File: src/rtl/pad_pkg.sv
package pad_pkg;

    typedef enum logic [2:0] {
        ST_MSG    = 3'd0,
        ST_ONE    = 3'd1,
        ST_ZERO   = 3'd2,
        ST_LEN_LO = 3'd3,
        ST_LEN_HI = 3'd4
    } pad_state_e;

endpackage

File: src/rtl/pad_tail_mask.sv
// Clears bits above the valid count of the final word and places the
// terminating one bit directly above the last message bit.
module pad_tail_mask #(
    parameter int WORD_W = 32,
    localparam int CNT_W = $clog2(WORD_W) + 1
) (
    input  logic [WORD_W-1:0] word_i,
    input  logic [CNT_W-1:0]  nbits_i,
    output logic [WORD_W-1:0] word_o
);

    logic              full_w;
    logic [WORD_W-1:0] stop_bit;
    logic [WORD_W-1:0] keep_mask;

    always_comb begin
        full_w    = (nbits_i == CNT_W'(WORD_W));
        stop_bit  = WORD_W'(1) << nbits_i[CNT_W-2:0];
        keep_mask = stop_bit - WORD_W'(1);
        if (full_w) begin
            word_o = word_i;
        end else begin
            word_o = (word_i & keep_mask) | stop_bit;
        end
    end

endmodule

File: src/rtl/pad_msg_len.sv
// Running message length in bits.
module pad_msg_len #(
    parameter int WORD_W = 32,
    localparam int CNT_W = $clog2(WORD_W) + 1,
    localparam int LEN_W = 2 * WORD_W
) (
    input  logic             clk,
    input  logic             rst_n,
    input  logic             add_en,
    input  logic             add_last,
    input  logic [CNT_W-1:0] nbits_i,
    input  logic             clr,
    output logic [LEN_W-1:0] len_o
);

    logic [LEN_W-1:0] len_q;

    always_ff @(posedge clk or negedge rst_n) begin
        if (!rst_n) begin
            len_q <= '0;
        end else if (clr) begin
            len_q <= '0;
        end else if (add_en) begin
            len_q <= len_q + (add_last ? LEN_W'(nbits_i) : LEN_W'(WORD_W));
        end
    end

    assign len_o = len_q;

    AST_LEN_FULL_STEP: assert property (@(posedge clk) disable iff (!rst_n)
        (add_en && !add_last && !clr) |=> (len_o == $past(len_o) + LEN_W'(WORD_W)));

    AST_LEN_RESTART: assert property (@(posedge clk) disable iff (!rst_n)
        clr |=> (len_o == '0));

endmodule

File: src/rtl/pad_blk_idx.sv
// Word position inside the current 16-word block, advanced per output handshake.
module pad_blk_idx #(
    parameter int BLK_WORDS = 16,
    localparam int IDX_W = $clog2(BLK_WORDS)
) (
    input  logic             clk,
    input  logic             rst_n,
    input  logic             step,
    output logic [IDX_W-1:0] idx_o,
    output logic [IDX_W-1:0] idx_nxt_o
);

    logic [IDX_W-1:0] idx_q;

    always_ff @(posedge clk or negedge rst_n) begin
        if (!rst_n) begin
            idx_q <= '0;
        end else if (step) begin
            idx_q <= idx_q + IDX_W'(1);
        end
    end

    assign idx_o     = idx_q;
    assign idx_nxt_o = idx_q + IDX_W'(1);

    AST_IDX_ADVANCE: assert property (@(posedge clk) disable iff (!rst_n)
        step |=> (idx_o == $past(idx_nxt_o)));

endmodule

File: src/rtl/pad_final_block.sv
module pad_final_block
    import pad_pkg::*;
#(
    parameter int WORD_W    = 32,
    parameter int BLK_WORDS = 16
) (
    input  logic                     clk,
    input  logic                     rst_n,
    input  logic                     in_valid,
    output logic                     in_ready,
    input  logic [WORD_W-1:0]        in_data,
    input  logic                     in_last,
    input  logic [$clog2(WORD_W):0]  in_nbits,
    output logic                     out_valid,
    input  logic                     out_ready,
    output logic [WORD_W-1:0]        out_data,
    output logic                     out_last
);

    localparam int CNT_W      = $clog2(WORD_W) + 1;
    localparam int LEN_W      = 2 * WORD_W;
    localparam int IDX_W      = $clog2(BLK_WORDS);
    localparam logic [IDX_W-1:0] LEN_LO_IDX = IDX_W'(BLK_WORDS - 2);
    localparam logic [IDX_W-1:0] LAST_IDX   = IDX_W'(BLK_WORDS - 1);

    pad_state_e        state_q, state_d;
    logic [WORD_W-1:0] tail_word;
    logic [LEN_W-1:0]  msg_len;
    logic [IDX_W-1:0]  idx, idx_nxt;
    logic              in_fire, out_fire, len_clr, tail_full;

    assign in_fire   = (state_q == ST_MSG) && in_valid && out_ready;
    assign out_fire  = out_valid && out_ready;
    assign len_clr   = (state_q == ST_LEN_HI) && out_ready;
    assign tail_full = (in_nbits == CNT_W'(WORD_W));

    pad_tail_mask #(.WORD_W(WORD_W)) u_mask (
        .word_i  (in_data),
        .nbits_i (in_nbits),
        .word_o  (tail_word)
    );

    pad_msg_len #(.WORD_W(WORD_W)) u_len (
        .clk      (clk),
        .rst_n    (rst_n),
        .add_en   (in_fire),
        .add_last (in_last),
        .nbits_i  (in_nbits),
        .clr      (len_clr),
        .len_o    (msg_len)
    );

    pad_blk_idx #(.BLK_WORDS(BLK_WORDS)) u_idx (
        .clk       (clk),
        .rst_n     (rst_n),
        .step      (out_fire),
        .idx_o     (idx),
        .idx_nxt_o (idx_nxt)
    );

    // State register
    always_ff @(posedge clk or negedge rst_n) begin
        if (!rst_n) begin
            state_q <= ST_MSG;
        end else begin
            state_q <= state_d;
        end
    end

    // Transitions
    always_comb begin
        state_d = state_q;
        unique case (state_q)
            ST_MSG: begin
                if (in_fire && in_last) begin
                    if (tail_full)                 state_d = ST_ONE;
                    else if (idx_nxt == LEN_LO_IDX) state_d = ST_LEN_LO;
                    else                            state_d = ST_ZERO;
                end
            end
            ST_ONE, ST_ZERO: begin
                if (out_ready) begin
                    state_d = (idx_nxt == LEN_LO_IDX) ? ST_LEN_LO : ST_ZERO;
                end
            end
            ST_LEN_LO: if (out_ready) state_d = ST_LEN_HI;
            ST_LEN_HI: if (out_ready) state_d = ST_MSG;
            default:   state_d = ST_MSG;
        endcase
    end

    // Outputs
    always_comb begin
        in_ready  = 1'b0;
        out_valid = 1'b1;
        out_data  = '0;
        out_last  = 1'b0;
        unique case (state_q)
            ST_MSG: begin
                in_ready  = out_ready;
                out_valid = in_valid;
                out_data  = in_last ? tail_word : in_data;
            end
            ST_ONE:    out_data = WORD_W'(1);
            ST_ZERO:   out_data = '0;
            ST_LEN_LO: out_data = msg_len[WORD_W-1:0];
            ST_LEN_HI: begin
                out_data = msg_len[LEN_W-1:WORD_W];
                out_last = 1'b1;
            end
            default: out_valid = 1'b0;
        endcase
    end

    AST_NBITS_IN_RANGE: assert property (@(posedge clk) disable iff (!rst_n)
        (in_valid && in_last) |-> (in_nbits != '0 && in_nbits <= CNT_W'(WORD_W)));

    AST_LAST_AT_BLOCK_END: assert property (@(posedge clk) disable iff (!rst_n)
        (out_valid && out_last) |-> (idx == LAST_IDX));

    AST_LEN_LO_SLOT: assert property (@(posedge clk) disable iff (!rst_n)
        (state_q == ST_LEN_LO) |-> (idx == LEN_LO_IDX));

    AST_PAD_STALL_HOLD: assert property (@(posedge clk) disable iff (!rst_n)
        (state_q != ST_MSG && !out_ready) |=> (out_valid && $stable(out_data)));

    AST_NEW_MSG_AT_ZERO: assert property (@(posedge clk) disable iff (!rst_n)
        (out_fire && out_last) |=> (idx == '0));

endmodule

File: config.mk
export PLATFORM = sky130hd
export DESIGN_NAME = pad_final_block
export DESIGN_NICKNAME = d
export VERILOG_FILES = /design/src/rtl/pad_pkg.sv /design/src/rtl/pad_tail_mask.sv /design/src/rtl/pad_msg_len.sv /design/src/rtl/pad_blk_idx.sv /design/src/rtl/pad_final_block.sv
export SDC_FILE = /design/constraint.sdc
export NUM_CORES = 1
export LEC_CHECK = 0
export BUFFER_PORTS_ARGS = -buffer_cell sky130_fd_sc_hd__buf_2
export CORE_MARGIN = 5
export CORE_UTILIZATION = 39
export DETAILED_ROUTE_END_ITERATION = 8
export PLACE_DENSITY_LB_ADDON = 0.15
export SLEW_MARGIN = 20
export SYNTH_ARGS = -nofsm -noshare
export SYNTH_HDL_FRONTEND = slang
export SYNTH_SLANG_ARGS = --single-unit
export TNS_END_PERCENT = 50
File: constraint.sdc
create_clock -name clk -period 2.7 [get_ports clk]
set_input_delay 0.54 -clock clk [delete_from_list [all_inputs] [get_ports clk]]
set_output_delay 0.54 -clock clk [all_outputs]
set_load 0.03 [all_outputs]
==> run summary, run 1 <==
• 44 — floorplan row count
• 0 — final max-slew violation count
• 722 — number of instances in the synthesized netlist
• 71 — Synth Register Bits
• 7940 um2 — Final Cell Area
• 0 — DRC violations left
• 0.00334 uW — reported leakage power
• 25.0 mm — Final Routed Wirelength
• 9 — total clock buffers created by CTS
• 6526 — number of global-route vias before repair
• 2.16 ns — Arrival @ worst endpoint
• 0.35 ns — clk_lat worst skew
• 1055 — total instance count after detailed placement
• 0.296 — Total GRT Usage
• 130 um — overall die height
• 0 — final setup violating endpoints
• 77 — count of buffers inserted at the top-level ports
• 0.993 — routability congestion estimate
• 2 — Max Buffers Root-to-Sink
• or3_4 — cell with the largest stage delay on the worst path
• 1.00 — proportion of synthesized flip-flops having asynchronous set or reset
• 1.00 — final clock period utilization by the worst path
• u_len.len_o[28]$_DFFE_PN0P_ — worst reg2reg path startpoint
• 2.70 ns — time the final worst path needs with I/O delays and setup
• 0.00756 ns — final setup skew
• 0.000313 V — peak supply drop
• 0.569 ns — actual slew at the worst max-slew pin
• 2.16 ns — required time worst endpoint
• 0.268 — portion of total power attributed to sequential cells
• 0 — n_diodes
• input pin to primary output — path type of the worst setup path
• 3 — CTS H-tree depth
• in_nbits[1] — worst setup path start
• 3020 uW — Int Pwr
• 6 — number of search-and-repair iterations in the first detailed-routing pass
• 0.307 — proportion of power drawn by the clock network
• 0.370 GHz — Max Clock Freq
• 16900 um2 — die footprint
• 18.9 mm — sum of net half-perimeters after detailed placement
• 130 um — die width
• 0.321 — share of final-layout standard cells stronger than drive strength 1
• 0 — number of flops mapped to enable cells by yosys
• 46 — pin count of the biggest net entering global routing
• 0 — Max-Cap Viols
• 7.80 um2 — Mapped Avg Cell Area
• 620 nW/um2 — PD cells
• 0 — initial antenna violation count
• input pin to async pin — worst hold path type
• 0.315 — share of Yosys cell area claimed by the top area cell type
• 67 — number of library cell types mapped by synthesis
• 3 — Buf/Inv on CP
• 41.0% — Layout area overhead
• 5 — Crit Path Max Fanout
• 0.000268 ns — final worst-path setup slack
• 0 — total of warnings raised by yosys
• 6796 — vias after detailed routing
• buf_6 — most frequent CP cell
• 0 — hold-fix buffers at CTS
• 1354 — number of fill cells in the layout
• 78 — boundary pin count
• 782 — number of DRC markers after the initial detailed-route iteration
• 0.39 ns — maximum single-stage delay on the critical path
• compound AO/OA/AOI/OAI gates — Worst path top cell family by delay
• 8 — CP Depth
• true — unrepaired setup endpoints after global routing
• clkbuf_16 — buffer cell driving the clock tree root
• 38.2 mm — first-pass GRT wire length
• 0 — global-route congestion overflow total
• 0.424 — proportion of power drawn by combinational gates
• 0.315 — part of the Yosys area used for sequential elements
• 6.30 — routed vias/inst
• 0.06 ns — clock edge transition at the registers on the reported setup and hold paths
• finished, final reports clean — status
• -0.216 ns — worst slack at placement
• buf_6, buf_8, or3_4, o21a_4, mux2i_4, o21ai_1, a22o_1, buf_6 — list of cells traversed by the critical path
• 5630 um2 — netlist area before placement
• dfrtp_1 — leading area contributor after synthesis
• 7110 um2 — area post-placement
• 14400 um2 — area of the core region
• 1078 — non-filler cells, final
• 0 — Final Hold Fails
• 0.386 — switching share of power
• 775 — Mapped Nets
• 23.2 um — final routed wire length divided by cell count
• dfrtp_1 — main flop type after synthesis
• 0.147 ns — Fin Hold WS
• 71 — clock sink total
• 943 — nets
• 1900 uW — total net switching power
• input pin — crit path launch type
• 5 — worst-case reg-to-reg path depth
• 0.620 — headroom to the max-slew limit
• done — CTS tree
• primary output — critical path capture point type
• 0.392 — initial standard-cell utilization of the core
• dfrtp_1 32%, nand2_1 6.5%, a21oi_1 4.1% — top area cells in the synthesized netlist
• 0 — final antenna-violating net count
## cells in the mapped netlist (11+ instances only)
master / count
nand2_1: 97
dfrtp_1: 71
a21oi_1: 46
nor2_1: 43
o21ai_0: 43
clkbuf_1: 41
o21ai_1: 31
nand3_1: 29
nand4_1: 27
inv_1: 20
o31ai_1: 19
xor2_1: 17
nor3_1: 16
or3_1: 16
or4_1: 14
and3_1: 13
mux2i_1: 12
nand2b_1: 12
nor4_1: 11
## metrics by stage
step           utilization  TNS, ns  total power, uW
2_1_floorplan            -    -1.02             2400
3_3_place_gp         0.495    -4.22             3230
3_5_place_dp         0.495    -5.60             3250
4_1_cts              0.531  -0.0119             4830
5_1_grt              0.553  -0.0567             5130
6_report             0.553        0             4920
## cells in the final DEF (no fill, tap or decap), types with 4 or more instances in the layout
master / count
buf_12: 7
a22oi_1: 5
o2111ai_1: 5
nor3_1: 13
clkbuf_16: 10
buf_2: 61
xor2_1: 17
bufinv_16: 4
a221o_1: 4
o21ai_1: 28
o211ai_1: 5
nand2b_1: 12
nand4_1: 27
nand3_1: 28
dfrtp_1: 70
nor3_2: 4
a21oi_1: 46
or4_1: 14
xnor2_1: 9
and2_1: 7
nor2_1: 39
nor4_1: 6
mux2i_1: 11
a221oi_1: 4
inv_1: 20
a211oi_1: 4
o21ai_0: 41
o21a_1: 6
a221oi_2: 5
buf_4: 117
o31ai_1: 18
or3_1: 15
and3_1: 11
o21ai_2: 5
ha_1: 7
o221ai_1: 4
nor4_2: 7
nand2_1: 93
buf_6: 17
## final timing paths
check	to	slack, ns
worst max-delay path	out_data[7]	0.0003
worst min-delay path	state_q[1]$_DFFE_PN0P_	0.15
worst max register to register	u_len.len_o[54]$_DFFE_PN0P_	0.15
worst min register to register	u_len.len_o[63]$_DFFE_PN0P_	0.50
max in group asynchronous	u_len.len_o[59]$_DFFE_PN0P_	1.93
min in group clk	u_len.len_o[63]$_DFFE_PN0P_	0.50
## routing by layer
layer	up-vias	track usage	wire length [um]
met1	3311	0.409	10600
met4	0	0.117	782
met3	46	0.0499	2180
li1	3070	-	-
met2	369	0.462	11500
met5	-	0	0
## power by group through the flow
stage | combinational [uW] | clock (uW) | sequential [uW]
CTS | 1980 | 1530 | 1320
global route | 2220 | 1570 | 1340
global placement | 1900 | 0 | 1330
floorplan | 1120 | 0 | 1280
finish | 2090 | 1510 | 1320
detailed placement | 1920 | 0 | 1340
## layout make-up
type,count,area [um2],area share
Tap cell,184,230,0.0290
Multi-Input combinational cell,584,3940,0.496
Sequential cell,71,1780,0.224
Clock inverter,5,129,0.0162
Inverter,20,75.1,0.00945
Timing Repair Buffer,204,1560,0.196
Clock buffer,10,239,0.0301
## state kept, by name (all words and copies together), names as in the netlist
register and flops:
u_idx.idx_o 4, state_q 3, u_len.len_o 64
## cells by family (layout without fill, tap and decap cells)
| family | Yosys count | after routing | share of synthesized area |
|---|---|---|---|
| flip-flops | 71 | 71 | 0.315 |
| AO/OA/AOI/OAI | 224 | 224 | 0.258 |
| AND/OR/NAND/NOR | 312 | 312 | 0.295 |
| multiplexers | 12 | 12 | 0.0213 |
| buffers and inverters | 67 | 239 | 0.0462 |
| adder cells (fa/ha/maj) | 10 | 10 | 0.0235 |
| XOR/XNOR | 26 | 26 | 0.0404 |
## worst reg2reg max path: cells and delay by family, from the launching register on
kind | cells | cell delay (ns)
DFF | 1 | 0.48
muxes | 1 | 0.22
and+or+nand+nor | 4 | 1.79
## timing repair
| item | 4_1_cts | 5_1_grt |
|---|---|---|
| cloned | 0 | 1 |
| endpoints found under the setup margin | 22 | 36 |
| endpoints found under the hold margin | 0 | 0 |
| pin swaps | 7 | 22 |
| buffers inserted | 0 | 7 |
| gates resized for setup | 32 | 70 |
No activity file was read; power rests on OpenSTA's default activity.
==> run 2: changes to the inputs <==
==> constraint.sdc (replaced) <==
create_clock -name clk -period 2.7 [get_ports clk]
set_input_delay 0.54 -clock clk [delete_from_list [all_inputs] [get_ports clk]]
set_output_delay 0.54 -clock clk [all_outputs]
set_load 0.02 [all_outputs]
==> run summary, run 2 (same netlist as run 1, synthesis figures left out) <==
• 9 — total clock buffers created by CTS, unchanged
• 0.999 — routability congestion estimate, +0.65%
• 14400 um2 — area of the core region, unchanged
• 8 — Crit Path Max Fanout, +3
• clkbuf_16 — buffer cell driving the clock tree root
• met4 — Highest Signal Layer
• 0 — n_diodes, unchanged
• 1053 — total instance count after detailed placement, -0.19%
• 2.68 ns — time the final worst path needs with I/O delays and setup, -0.0236 ns
• 1077 — non-filler cells, final, -0.093%
• primary output — critical path capture point type
• 0.000294 V — peak supply drop, -6.0%
• 2 — Max Buffers Root-to-Sink, unchanged
• true — unrepaired setup endpoints after global routing
• 0.392 — initial standard-cell utilization of the core, unchanged
• 0.06 ns — clock edge transition at the registers on the reported setup and hold paths, about the same
• state_q[0]$_DFFE_PN0P_ — worst reg2reg path startpoint
• input pin — crit path launch type
• 0.286 — Total GRT Usage, -0.0101
• 7 — worst-case reg-to-reg path depth, +2
• 78 — boundary pin count, unchanged
• 0 — hold-fix buffers at CTS, unchanged
• 130 um — die width, unchanged
• 24.3 mm — Final Routed Wirelength, -2.9%
• 77 — count of buffers inserted at the top-level ports, unchanged
• 72 — pin count of the biggest net entering global routing, +57%
• 0 — final antenna-violating net count, unchanged
• 1810 uW — total net switching power, -4.9%
• 0 — Final Hold Fails, unchanged
• 0 — initial antenna violation count, unchanged
• 2710 uW — Int Pwr, -10%
• input pin to primary output — path type of the worst setup path
• 0.991 — final clock period utilization by the worst path, -0.00874
• 6.29 — routed vias/inst, -0.28%
• 2.16 ns — required time worst endpoint, about the same
• 0.295 — portion of total power attributed to sequential cells, +0.027
• 22.5 um — final routed wire length divided by cell count, -2.9%
• 0.427 — proportion of power drawn by combinational gates, +0.003
• 3 — CTS H-tree depth, unchanged
• 36.8 mm — first-pass GRT wire length, -3.8%
• 0.533 — final core area utilization, -0.0195
• done — CTS tree
• 64 — number of flip-flops under the largest register name, unchanged
• 44 — floorplan row count, unchanged
• 941 — nets, -0.21%
• finished, final reports clean — status
• u_len.len_o[44]$_DFFE_PN0P_ — RR Endpoint
• 10.3 mm — M1 WL, -2.9%
• 6771 — vias after detailed routing, -0.37%
• 0.374 GHz — Max Clock Freq, +0.88%
• 0 — global-route congestion overflow total, unchanged
• 668 — number of DRC markers after the initial detailed-route iteration, -15%
• 2.14 ns — Arrival @ worst endpoint, -0.02 ns
• 2.05 mm — Detail Route met3 WL, -6.1%
• 590 nW/um2 — PD cells, -4.8%
• 0.00623 ns — final setup skew, -0.00133 ns
• 0 — Max-Cap Viols, unchanged
• 0.00324 uW — reported leakage power, -3.1%
• 0.483 ns — actual slew at the worst max-slew pin, -0.0863 ns
• 126 x buf_4, 96 x nand2_1, 69 x dfrtp_1, 65 x buf_2, 45 x a21oi_1 — top library cells by usage in the layout, fill and taps aside
• 6382 — number of global-route vias before repair, -2.2%
• 16900 um2 — die footprint, unchanged
• 18.5 mm — sum of net half-perimeters after detailed placement, -2.1%
• input pin to async pin — worst hold path type
• 6 — number of search-and-repair iterations in the first detailed-routing pass, unchanged
• 0.400 — switching share of power, +0.0137
• buf_4 — leading cell type in the layout, fill and taps excluded
• 0.35 ns — clk_lat worst skew, about the same
• 0.16 ns — R2R Setup Slk, about the same
• 0.278 — proportion of power drawn by the clock network, -0.029
• 0 — final max-slew violation count, unchanged
• 10.9 mm — wire length on met2, -4.6%
• 36.0% — Layout area overhead
• 0.307 — share of final-layout standard cells stronger than drive strength 1, -0.0142
• 71 — clock sink total, unchanged
• 0.675 — headroom to the max-slew limit, +0.0548
• 0 — final setup violating endpoints, unchanged
• 0 — DRC violations left, unchanged
• 130 um — overall die height, unchanged
==> run 2: through the flow <==
step                      area (um2)  hold WS [ns]  total power [uW]  worst slack (ns)  setup TNS (ns)
after floorplan                 5710         0.244              2320           -0.0158         -0.0245
after CTS                       7420         0.220              4410          -0.00904        -0.00904
final                           7660         0.196              4520            0.0239               0
after detailed placement        7020         0.483              3120            -0.280           -8.29
after global routing            7660         0.225              4720           -0.0323         -0.0341
after global placement          7020         0.462              3100            -0.257           -5.69
==> run 2: power groups by stage <==
| stage | Sequential, uW | Combinational (uW) | Clock, uW |
|---|---|---|---|
| floorplan | 1280 | 1040 | 0 |
| global placement | 1340 | 1760 | 0 |
| detailed placement | 1350 | 1770 | 0 |
| CTS | 1330 | 1810 | 1270 |
| global route | 1340 | 2050 | 1320 |
| finish | 1330 | 1930 | 1260 |
==> run 2: layout make-up <==
class / instances / area, um2
clock buffer: 12 / 256
clock inverter: 4 / 53.8
multi-input combinational: 584 / 3850
tap: 184 / 230
sequential: 71 / 1780
timing repair buffer: 202 / 1420
inverter: 20 / 75.1
fill: 1378 / 6710
==> run 2: worst max-delay path, stage by stage <==
cell     delay (ns)
buf_2          0.13
buf_4          0.15
or3b_4         0.38
o21a_4         0.29
mux2i_4        0.19
o21ai_1        0.07
a22o_1         0.21
buf_4          0.16
==> run 2: what timing repair did <==
| action | CTS | global route |
|---|---|---|
| pin swaps | 5 | 15 |
| buffers inserted | 0 | 8 |
| endpoints found under the setup margin | 22 | 39 |
| gates resized for setup | 21 | 47 |
==> run 2: metal layers <==
layer  vias to the layer above  GRT usage
met5                         -          0
met4                         0      0.120
met1                      3296      0.377
li1                       3066          -
met2                       348      0.457
met3                        61     0.0561
==> run 2: how the worst max path moves through the flow <==
stage | cells after the start | from | endpoint
after global placement | 7 | in_nbits[0] | out_data[1]
final | 8 | in_nbits[3] | out_data[7]
after detailed placement | 11 | in_last | u_len.len_o[22]$_DFFE_PN0P_
after floorplan | 8 | in_nbits[1] | out_data[2]
after CTS | 5 | state_q[0]$_DFFE_PN0P_ | out_data[10]
after global routing | 8 | in_nbits[3] | out_data[7]
